File: src/rtl/dv_pkt_pkg.sv
package dv_pkt_pkg;
  typedef enum logic [1:0] {ST_IDLE, ST_HDR, ST_PAY} st_e;

  function automatic logic [31:0] iso_hdr(input logic [15:0] len, input logic [1:0] tag,
                                          input logic [5:0] ch, input logic [3:0] tcode,
                                          input logic [3:0] sy);
    return {len, tag, ch, tcode, sy};
  endfunction

  function automatic logic [31:0] put_syt(input logic [31:0] cip, input logic [15:0] ts);
    return {cip[31:16], ts};
  endfunction
endpackage

File: src/rtl/dv_h0_sched.sv
module dv_h0_sched #(
  parameter int PERIOD = 25
) (
  input  logic clk,
  input  logic rst_n,
  input  logic frame_mark,
  input  logic start_full,
  output logic is_h0
);
  localparam int CW = $clog2(PERIOD);
  logic [CW-1:0] cnt;

  assign is_h0 = (cnt == '0);

  always_ff @(posedge clk or negedge rst_n) begin
    if (!rst_n) cnt <= '0;
    else if (frame_mark) cnt <= '0;
    else if (start_full) cnt <= (cnt == CW'(PERIOD - 1)) ? '0 : cnt + 1'b1;
  end

  a_r6_cnt_range: assert property (@(posedge clk) disable iff (!rst_n)
    cnt < CW'(PERIOD));
  a_r6_frame_restart: assert property (@(posedge clk) disable iff (!rst_n)
    frame_mark |=> is_h0);
endmodule

File: src/rtl/dv_ts_arm.sv
module dv_ts_arm (
  input  logic clk,
  input  logic rst_n,
  input  logic mode,
  input  logic cycle_mark,
  input  logic frame_mark,
  input  logic pkt_start,
  input  logic pkt_full,
  output logic take
);
  logic armed, marker, eligible;

  assign marker   = mode ? frame_mark : cycle_mark;
  assign eligible = mode ? pkt_full : 1'b1;
  assign take     = armed & pkt_start & eligible;

  always_ff @(posedge clk or negedge rst_n) begin
    if (!rst_n) armed <= 1'b0;
    else armed <= marker | (armed & ~take);
  end

  a_r8_take_clears: assert property (@(posedge clk) disable iff (!rst_n)
    (take && !marker) |=> !armed);
endmodule

File: src/rtl/dv_pkt_assembler.sv
module dv_pkt_assembler
  import dv_pkt_pkg::*;
#(
  parameter int PAY_BYTES = 480,
  parameter int CIP_BYTES = 8,
  parameter int H0_PERIOD = 25,
  parameter int H0_QUADS  = 2,
  parameter logic [3:0] TCODE = 4'hA
) (
  input  logic        clk,
  input  logic        rst_n,
  input  logic        cmd_valid,
  input  logic        cmd_full,
  output logic        cmd_ready,
  input  logic [31:0] pl_data,
  input  logic        pl_valid,
  output logic        pl_ready,
  input  logic [1:0]  cfg_tag,
  input  logic [5:0]  cfg_channel,
  input  logic [3:0]  cfg_sy,
  input  logic [31:0] cfg_cip0,
  input  logic [31:0] cfg_cip1,
  input  logic        cfg_h0_en,
  input  logic [31:0] cfg_h0_q0,
  input  logic [31:0] cfg_h0_q1,
  input  logic        cfg_ts_en,
  input  logic        cfg_ts_mode,
  input  logic [15:0] ts_value,
  input  logic        cycle_mark,
  input  logic        frame_mark,
  output logic [31:0] out_data,
  output logic        out_valid,
  input  logic        out_ready,
  output logic        out_sop,
  output logic        out_eop
);
  localparam int PAY_Q     = PAY_BYTES / 4;
  localparam int HDR_Q     = 1 + CIP_BYTES / 4;
  localparam int FULL_LEN  = PAY_BYTES + CIP_BYTES;
  localparam int EMPTY_LEN = CIP_BYTES;
  localparam int WC_W      = $clog2(PAY_Q + 1);

  st_e state;
  logic [WC_W-1:0] wcnt;
  logic full_q, h0_q, stamp_q;
  logic [15:0] ts_q;

  // named internal events
  logic pkt_start, hdr_phase, pay_phase, fire, last_word, is_h0, ts_take;

  assign pkt_start = cmd_valid && (state == ST_IDLE);
  assign hdr_phase = (state == ST_HDR);
  assign pay_phase = (state == ST_PAY);
  assign fire      = out_valid && out_ready;
  assign last_word = out_eop;

  dv_h0_sched #(.PERIOD(H0_PERIOD)) u_h0 (
    .clk(clk), .rst_n(rst_n), .frame_mark(frame_mark),
    .start_full(pkt_start && cmd_full), .is_h0(is_h0));

  dv_ts_arm u_ts (
    .clk(clk), .rst_n(rst_n), .mode(cfg_ts_mode), .cycle_mark(cycle_mark),
    .frame_mark(frame_mark), .pkt_start(pkt_start), .pkt_full(cmd_full),
    .take(ts_take));

  assign cmd_ready = (state == ST_IDLE);
  assign pl_ready  = pay_phase && out_ready;

  always_comb begin
    out_data  = '0;
    out_valid = 1'b0;
    out_sop   = 1'b0;
    out_eop   = 1'b0;
    if (hdr_phase) begin
      out_valid = 1'b1;
      out_sop   = (wcnt == '0);
      out_eop   = !full_q && (wcnt == WC_W'(HDR_Q - 1));
      case (wcnt)
        WC_W'(0): out_data = iso_hdr(full_q ? 16'(FULL_LEN) : 16'(EMPTY_LEN),
                                     cfg_tag, cfg_channel, TCODE, cfg_sy);
        WC_W'(1): out_data = cfg_cip0;
        default:  out_data = stamp_q ? put_syt(cfg_cip1, ts_q) : cfg_cip1;
      endcase
    end else if (pay_phase) begin
      out_valid = pl_valid;
      out_eop   = (wcnt == WC_W'(PAY_Q - 1));
      if (h0_q && wcnt < WC_W'(H0_QUADS))
        out_data = (wcnt == '0) ? cfg_h0_q0 : cfg_h0_q1;
      else
        out_data = pl_data;
    end
  end

  always_ff @(posedge clk or negedge rst_n) begin
    if (!rst_n) begin
      state   <= ST_IDLE;
      wcnt    <= '0;
      full_q  <= 1'b0;
      h0_q    <= 1'b0;
      stamp_q <= 1'b0;
      ts_q    <= '0;
    end else begin
      case (state)
        ST_IDLE: if (pkt_start) begin
          state   <= ST_HDR;
          wcnt    <= '0;
          full_q  <= cmd_full;
          h0_q    <= cfg_h0_en && cmd_full && is_h0;
          stamp_q <= cfg_ts_en && ts_take;
          ts_q    <= ts_value;
        end
        ST_HDR: if (fire) begin
          if (wcnt == WC_W'(HDR_Q - 1)) begin
            wcnt  <= '0;
            state <= full_q ? ST_PAY : ST_IDLE;
          end else wcnt <= wcnt + 1'b1;
        end
        ST_PAY: if (fire) begin
          if (last_word) begin
            wcnt  <= '0;
            state <= ST_IDLE;
          end else wcnt <= wcnt + 1'b1;
        end
        default: state <= ST_IDLE;
      endcase
    end
  end

  a_r11_hold_hdr: assert property (@(posedge clk) disable iff (!rst_n)
    (hdr_phase && out_valid && !out_ready) |=> (out_valid && $stable(out_data)));
  a_r3_empty_no_payload: assert property (@(posedge clk) disable iff (!rst_n)
    (state != ST_IDLE && !full_q) |-> !pl_ready);
  a_r1_start_word: assert property (@(posedge clk) disable iff (!rst_n)
    (out_valid && out_sop) |-> (out_data[7:4] == TCODE &&
      (out_data[31:16] == 16'(FULL_LEN) || out_data[31:16] == 16'(EMPTY_LEN))));
  a_r12_busy_no_cmd: assert property (@(posedge clk) disable iff (!rst_n)
    out_valid |-> !cmd_ready);
endmodule

File: config.mk
export PLATFORM = sky130hd
export DESIGN_NAME = dv_pkt_assembler
export DESIGN_NICKNAME = d
export VERILOG_FILES = /design/src/rtl/dv_pkt_pkg.sv /design/src/rtl/dv_h0_sched.sv /design/src/rtl/dv_ts_arm.sv /design/src/rtl/dv_pkt_assembler.sv
export SDC_FILE = /design/constraint.sdc
export NUM_CORES = 1
export LEC_CHECK = 0
export ABC_AREA = 1
export ABC_CLOCK_PERIOD_IN_PS = 3500
export CAP_MARGIN = 20
export CORE_MARGIN = 2
export CORE_UTILIZATION = 48
export DETAILED_ROUTE_END_ITERATION = 6
export DONT_BUFFER_PORTS = 1
export PLACE_DENSITY = 0.63
export SETUP_SLACK_MARGIN = 0.1
export SLEW_MARGIN = 20
export SYNTH_ARGS = -nofsm -noshare
export SYNTH_HDL_FRONTEND = slang
export SYNTH_SLANG_ARGS = --single-unit
File: constraint.sdc
create_clock -name clk -period 3.5 [get_ports clk]
set_input_delay 0.175 -clock clk [delete_from_list [all_inputs] [get_ports clk]]
set_output_delay 0.175 -clock clk [all_outputs]
set_load 0.01 [all_outputs]
==> impl_metrics.env, run 1 <==
export IMPL_antenna_found_initial=0
export IMPL_chipHeight_um=93.1
export IMPL_die_w_um=93.1
export IMPL_cts_buffers=5
export IMPL_clkLatencyLatePin_ns=0.29
export IMPL_timing_final_crit_share_pct=83.9
export IMPL_end_kind="output port"
export IMPL_multi_input_area_um2=2570
export IMPL_cts_tree="done"
export IMPL_fin_cells=716
export IMPL_netlist_top_cells_area="nand2_1, dfrtp_1, o211ai_2"
export IMPL_grt_max_degree=49
export IMPL_syn_nets=834
export IMPL_final_seq_area_um2=851
export IMPL_rows=32
export IMPL_ir_drop_mv=0.408
export IMPL_vias=4061
export IMPL_grt_pass1_wl_mm=19.4
export IMPL_tightest_slew_ns=0.871
export IMPL_grt_use_total_pct=29.0
export IMPL_diodes=0
export IMPL_cts_resized_gates=0
export IMPL_ys_seq_area_share_pct=22.3
export IMPL_critical_path_class="register to output port"
export IMPL_netlist_cell_type_count=33
export IMPL_place_ws_ns=0.913
export IMPL_postCtsHoldBufs=9
export IMPL_vias_per_cell=5.67
export IMPL_slew_limit_headroom_pct=41.9
export IMPL_drtPass1Iterations=4
export IMPL_final_common_cell="nand2_1"
export IMPL_cts_sinks=34
export IMPL_dp_cells=699
export IMPL_coreArea_um2=7690
export IMPL_worstPathArrival_ns=2.76
export IMPL_fmax_mhz=341
export IMPL_clk_pin_slew_ns=0.08
export IMPL_start_util_pct=49.5
export IMPL_antenna_left=0
export IMPL_drt_iter0_drc=232
export IMPL_setup_ws_ns=0.564
export IMPL_powerDensity_nw_per_um2=760
export IMPL_floorplan_die_area_um2=8660
export IMPL_status="finished clean"
export IMPL_grt_pass1_vias=3767
export IMPL_period_needed_ns=2.94
export IMPL_routed_wl_mm=13.1
export IMPL_nNetsFinal=823
export IMPL_avgSynthCellArea_um2=6.09
export IMPL_ys_ff_latch=34
export IMPL_layout_common_cells="nand2_1, o21ai_0, inv_1, nor2_1, dfrtp_1"
export IMPL_slew_violations=0
export IMPL_synth_area_leader_cell="nand2_1"
export IMPL_drive_gt1_share_pct=14.2
export IMPL_gp_congestion=0.869
export IMPL_drc=0
export IMPL_final_setup_viol_count=0
export IMPL_fin_area_um2=3960
export IMPL_avgRoutedWirePerCell_um=18.3
export IMPL_portBuffers=0
export IMPL_crit_fanout=36
export IMPL_cp_start_kind="register"
export IMPL_yosysWarnings=0
export IMPL_synth_area_um2=3810
export IMPL_hold_class="primary input to register"
export IMPL_leakage_nw=1.98
export IMPL_hold_viol_final=0
export IMPL_dpl_cell_area_um2=3770
export IMPL_worstPathRequired_ns=3.32
export IMPL_tns_ns=0
export IMPL_rsz0062_at_grt="false"
export IMPL_syn_inst=625
export IMPL_fin_skew_ns=0.00849
export IMPL_post_cts_buffers=0
export IMPL_gr_total_overflow=0
export IMPL_dp_hpwl_mm=9.89
export IMPL_fillers=822
export IMPL_drv_max_cap_violation_count=0
export IMPL_cts_root_buf="clkbuf_8"
export IMPL_io_pins=236
export IMPL_cts_buffer_depth=2
export IMPL_htreeDepth=2
export IMPL_yosysTopAreaCellShare_pct=29.4
export IMPL_synthToLayoutAreaGrowth_pct=3.91
-- kinds of logic after synthesis --
group,count (synthesis),share of synthesized area (%)
compound gates,102,17.6
xor+xnor,1,0.230
fa+ha+maj,10,3.29
buf+inv,76,10.2
flops,34,22.3
simple gates,402,46.4
-- worst paths after layout --
path                                            from                   end  slack [ns]  depth (start not counted)
worst max register to register  state[1]$_DFFE_PN0P_   wcnt[2]$_DFFE_PN0P_        0.94                          9
min in group asynchronous                      rst_n  state[1]$_DFFE_PN0P_        0.33                          2
max in group asynchronous                      rst_n   wcnt[6]$_DFFE_PN0P_        2.99                          2
worst min-delay path                     ts_value[8]   ts_q[8]$_DFFE_PN0P_       0.005                          2
worst max-delay path             wcnt[3]$_DFFE_PN0P_          out_data[27]        0.56                          9
worst min register to register  ts_q[14]$_DFFE_PN0P_  ts_q[14]$_DFFE_PN0P_        0.48                          2
-- worst max-delay path, cell delays in order (launching register included) --
cell and delay, ns:
dfrtp_1 0.46, inv_2 0.11, nand2_4 0.07, nor2_1 0.09
nand2_1 0.32, inv_2 0.78, o21ai_0 0.24, o21ai_1 0.18
nand2_1 0.07, nand2_1 0.13
-- cells in the mapped netlist --
cell / n
nor2_2: 2
nor2_4: 1
ha_1: 10
clkbuf_1: 6
nand2_1: 298
o221ai_1: 1
buf_12: 3
nand2_8: 1
o211ai_1: 1
xor2_1: 1
dfrtp_1: 34
nand3b_1: 1
nand3_1: 16
o41ai_1: 1
clkinv_1: 2
nor2_1: 34
buf_2: 12
o21ai_0: 39
nand4_1: 3
a21oi_1: 24
nand3_2: 20
o211ai_2: 20
buf_1: 3
nand2_4: 2
inv_1: 34
inv_4: 1
buf_4: 7
o21ai_1: 16
nor3_1: 3
clkbuf_2: 1
buf_6: 1
inv_2: 6
nand2_2: 21
-- sequential cells by signal (all words and copies together) (netlist names) --
name and cells:
full_q 1, h0_q 1, stamp_q 1, state 2, ts_q 16, u_h0.cnt 5
u_ts.armed 1, wcnt 7
-- layer usage --
layer	GRT usage, %	up-vias	routed length [um]
met4	9.07	0	282
met2	51.0	184	6570
li1	-	1961	-
met1	34.4	1895	5150
met5	0	-	0
met3	7.66	21	1140
-- final cells by class --
| type | instances | area share, % |
|---|---|---|
| Clock buffer | 5 | 1.74 |
| Clock inverter | 2 | 0.253 |
| Inverter | 43 | 4.14 |
| Multi-Input combinational cell | 515 | 65.1 |
| Sequential cell | 34 | 21.5 |
| Tap cell | 102 | 3.23 |
| Timing Repair Buffer | 15 | 4.05 |
-- stage by stage --
step                hold WS [ns]  utilization [%]  power [mW]
floorplan                 -0.121                -        2.35
global placement          -0.119             49.0        2.67
detailed placement        -0.120             49.0        2.71
CTS                      0.00283             51.3        3.01
global route             0.00722             51.5        3.27
finish                   0.00485             51.5        3.01
-- power by group --
part           internal [mW]  switching (mW)  leakage [nW]
logic                  0.566            1.56          1.50
registers              0.523          0.0792         0.438
clock network          0.134           0.149        0.0438
Note: power is estimated with default switching activity, not from simulation.
==> run 2, diff against run 1 <==
ABC_AREA = 0   (was 1)
ABC_CLOCK_PERIOD_IN_PS = 2470   (was 3500)
PLACE_DENSITY = 0.65   (was 0.63)
clock period = 2.47 ns   (was 3.5 ns; I/O delays follow)
==> impl_metrics.env, run 2 <==
export IMPL_netlist_top_cells_area="dfrtp_1, mux2_2, and3_1"
export IMPL_floorplan_die_area_um2=8550
export IMPL_crit_path_max_incr_delay_ns=0.86
export IMPL_grt_pass1_wl_mm=20.5
export IMPL_cts_buffers=5
export IMPL_cts_buffer_depth=2
export IMPL_cts_sinks=34
export IMPL_synthToLayoutAreaGrowth_pct=21.0
export IMPL_powerDensity_nw_per_um2=1190
export IMPL_portBuffers=0
export IMPL_tightest_slew_ns=0.794
export IMPL_finalHoldWorstSlack_ns=0.0154
export IMPL_fmax_mhz=435
export IMPL_cp_start_kind="register"
export IMPL_reg_top3="ts_q x16, wcnt x7, u_h0.cnt x5"
export IMPL_hold_class="primary input to register"
export IMPL_grt_pass1_vias=3672
export IMPL_async_flop_share_pct=100
export IMPL_hold_viol_final=0
export IMPL_synth_commonest_cells="and3_1, o21ai_0, dfrtp_1"
export IMPL_dpl_cell_area_um2=3830
export IMPL_min_path_cells=2
export IMPL_status="finished clean"
export IMPL_critical_path_class="register to output port"
export IMPL_top_register="ts_q"
export IMPL_reg2reg_to="wcnt[4]$_DFFE_PN0P_"
export IMPL_ys_flop_type="dfrtp_1"
export IMPL_rrSetupSlack_ns=0.34
export IMPL_worstPathRequired_ns=2.35
export IMPL_die_w_um=92.5
export IMPL_vias_per_cell=7.09
export IMPL_slew_limit_headroom_pct=47.0
export IMPL_timing_final_crit_share_pct=93.2
export IMPL_start_util_pct=49.1
export IMPL_ys_ff_latch=34
export IMPL_yosysWarnings=0
export IMPL_leakage_nw=1.79
export IMPL_htreeDepth=2
export IMPL_cpMaxStageDelayCell="dfrtp_1"
export IMPL_gp_congestion=0.945
export IMPL_hold_end="stamp_q$_DFFE_PN0P_"
export IMPL_drc=0
export IMPL_clkLatencyLatePin_ns=0.28
export IMPL_fillers=677
export IMPL_largest_reg_flops=16
export IMPL_ys_seq_area_share_pct=22.6
export IMPL_avgSynthCellArea_um2=8.52
export IMPL_drv_max_cap_violation_count=0
export IMPL_tns_ns=0
export IMPL_min_from="cmd_valid"
export IMPL_worstPathArrival_ns=2.18
export IMPL_crit_fanout=18
export IMPL_final_setup_viol_count=0
export IMPL_synth_area_leader_cell="dfrtp_1"
export IMPL_final_common_cell="and3_1"
export IMPL_crit_chain="mux2_2 > a221o_1 > a22o_1"
export IMPL_cts_tree="done"
export IMPL_antenna_found_initial=2
export IMPL_end_kind="output port"
export IMPL_drive_gt1_share_pct=27.7
export IMPL_dp_hpwl_mm=10.2
export IMPL_synth_area_um2=3760
export IMPL_vias=4050
export IMPL_rsz0062_at_grt="true"
export IMPL_fin_area_um2=4550
export IMPL_gr_total_overflow=0
export IMPL_avgRoutedWirePerCell_um=25.7
export IMPL_layout_common_cells="and3_1, o21ai_0, buf_4"
export IMPL_coreArea_um2=7650
export IMPL_drt_iter0_drc=286
export IMPL_syn_nets=650
export IMPL_syn_inst=441
export IMPL_io_pins=236
export IMPL_period_needed_ns=2.30
export IMPL_cts_root_buf="clkbuf_8"
export IMPL_ir_drop_mv=0.773
export IMPL_worst_r2r_cell_count=6
export IMPL_drtPass1Iterations=5
export IMPL_antenna_left=0
export IMPL_netlist_cell_type_count=56
export IMPL_yosysMostFrequentCell="and3_1"
export IMPL_yosysTopAreaCellShare_pct=22.6
export IMPL_nNetsFinal=674
export IMPL_slew_violations=0
export IMPL_clk_pin_slew_ns=0.08
export IMPL_r2r_start="state[1]$_DFFE_PN0P_"
export IMPL_chipHeight_um=92.5
export IMPL_synth_edff_count=0
export IMPL_rows=32
export IMPL_fin_skew_ns=0.00591
export IMPL_routed_wl_mm=14.6
export IMPL_grt_use_total_pct=30.7
export IMPL_grt_max_degree=35
-- run 2: cell types whose count changed after synthesis, moves of 23 or more --
cell,delta
and3_1,+44
inv_1,-23
mux2_2,+29
a211oi_1,+28
nand2_1,-274
nor2_1,-27
-- run 2: what timing repair did --
| action | CTS | global route |
|---|---|---|
| gates resized for setup | 7 | 37 |
| gates cloned | 1 | 2 |
| pin swaps | 2 | 6 |
| buffers inserted | 3 | 12 |
| hold buffers | 21 | 2 |
| setup endpoints to repair | 14 | 33 |
| hold endpoints to repair | 51 | 2 |
-- run 2: how the worst max path moves through the flow --
stage,to,slack (ns),start,depth (start not counted)
after floorplan,out_data[19],0.41,wcnt[0]$_DFFE_PN0P_,8
after detailed placement,state[0]$_DFFE_PN0P_,0.29,state[1]$_DFFE_PN0P_,7
after global routing,out_data[5],0.07,wcnt[2]$_DFFE_PN0P_,6
after global placement,out_data[28],0.36,wcnt[4]$_DFFE_PN0P_,5
final,out_data[8],0.17,stamp_q$_DFFE_PN0P_,3
after CTS,out_data[19],0.10,wcnt[1]$_DFFE_PN0P_,7
-- run 2: layout make-up --
cell class,instances,area (um^2),share of cell area (%)
clock buffer,6,82.6,1.82
antenna,3,7.51,0.165
sequential,34,856,18.8
clock inverter,2,12.5,0.275
tap,102,128,2.81
inverter,11,41.3,0.908
multi-input combinational,351,2830,62.2
timing repair buffer,62,591,13.0
-- run 2: critical path, delay by kind of cell (launching register included) --
kind | cells | cell delay, ns
compound gates | 2 | 0.62
flops | 1 | 0.86
mux | 1 | 0.41
-- run 2: logic make-up after synthesis --
kind of cell	count (synthesis)	synth area share, %
DFF	34	22.6
muxes	48	13.8
AOI/OAI and AO/OA	175	34.6
adders and majority gates	10	3.33
and+or+nand+nor	117	18.1
buffers and inverters	57	7.52
-- run 2: metrics by stage --
step	total power [mW]	instances	setup slack, ns	utilization, %
finish	5.40	571	0.169	59.5
global route	5.69	570	0.0660	59.5
CTS	4.86	553	0.101	55.4
detailed placement	4.18	520	0.290	50.1
global placement	4.11	520	0.356	50.1
floorplan	3.46	441	0.413	-
-- run 2: layer usage --
layer,up-vias,GRT usage (%),part of all wire [%]
li1,1775,-,-
met1,1983,39.7,39
met2,244,50.3,48
met3,48,7.08,8.8
met4,0,10.7,4.3
met5,-,0,0
-- run 2: where the power goes --
part           switching [mW]  total [mW]  leakage, nW  internal [mW]
clock                   0.226       0.451       0.0472          0.225
sequential              0.181       0.926        0.421          0.745
combinational            2.24        4.02         1.33           1.78
total                    2.65        5.40         1.79           2.75
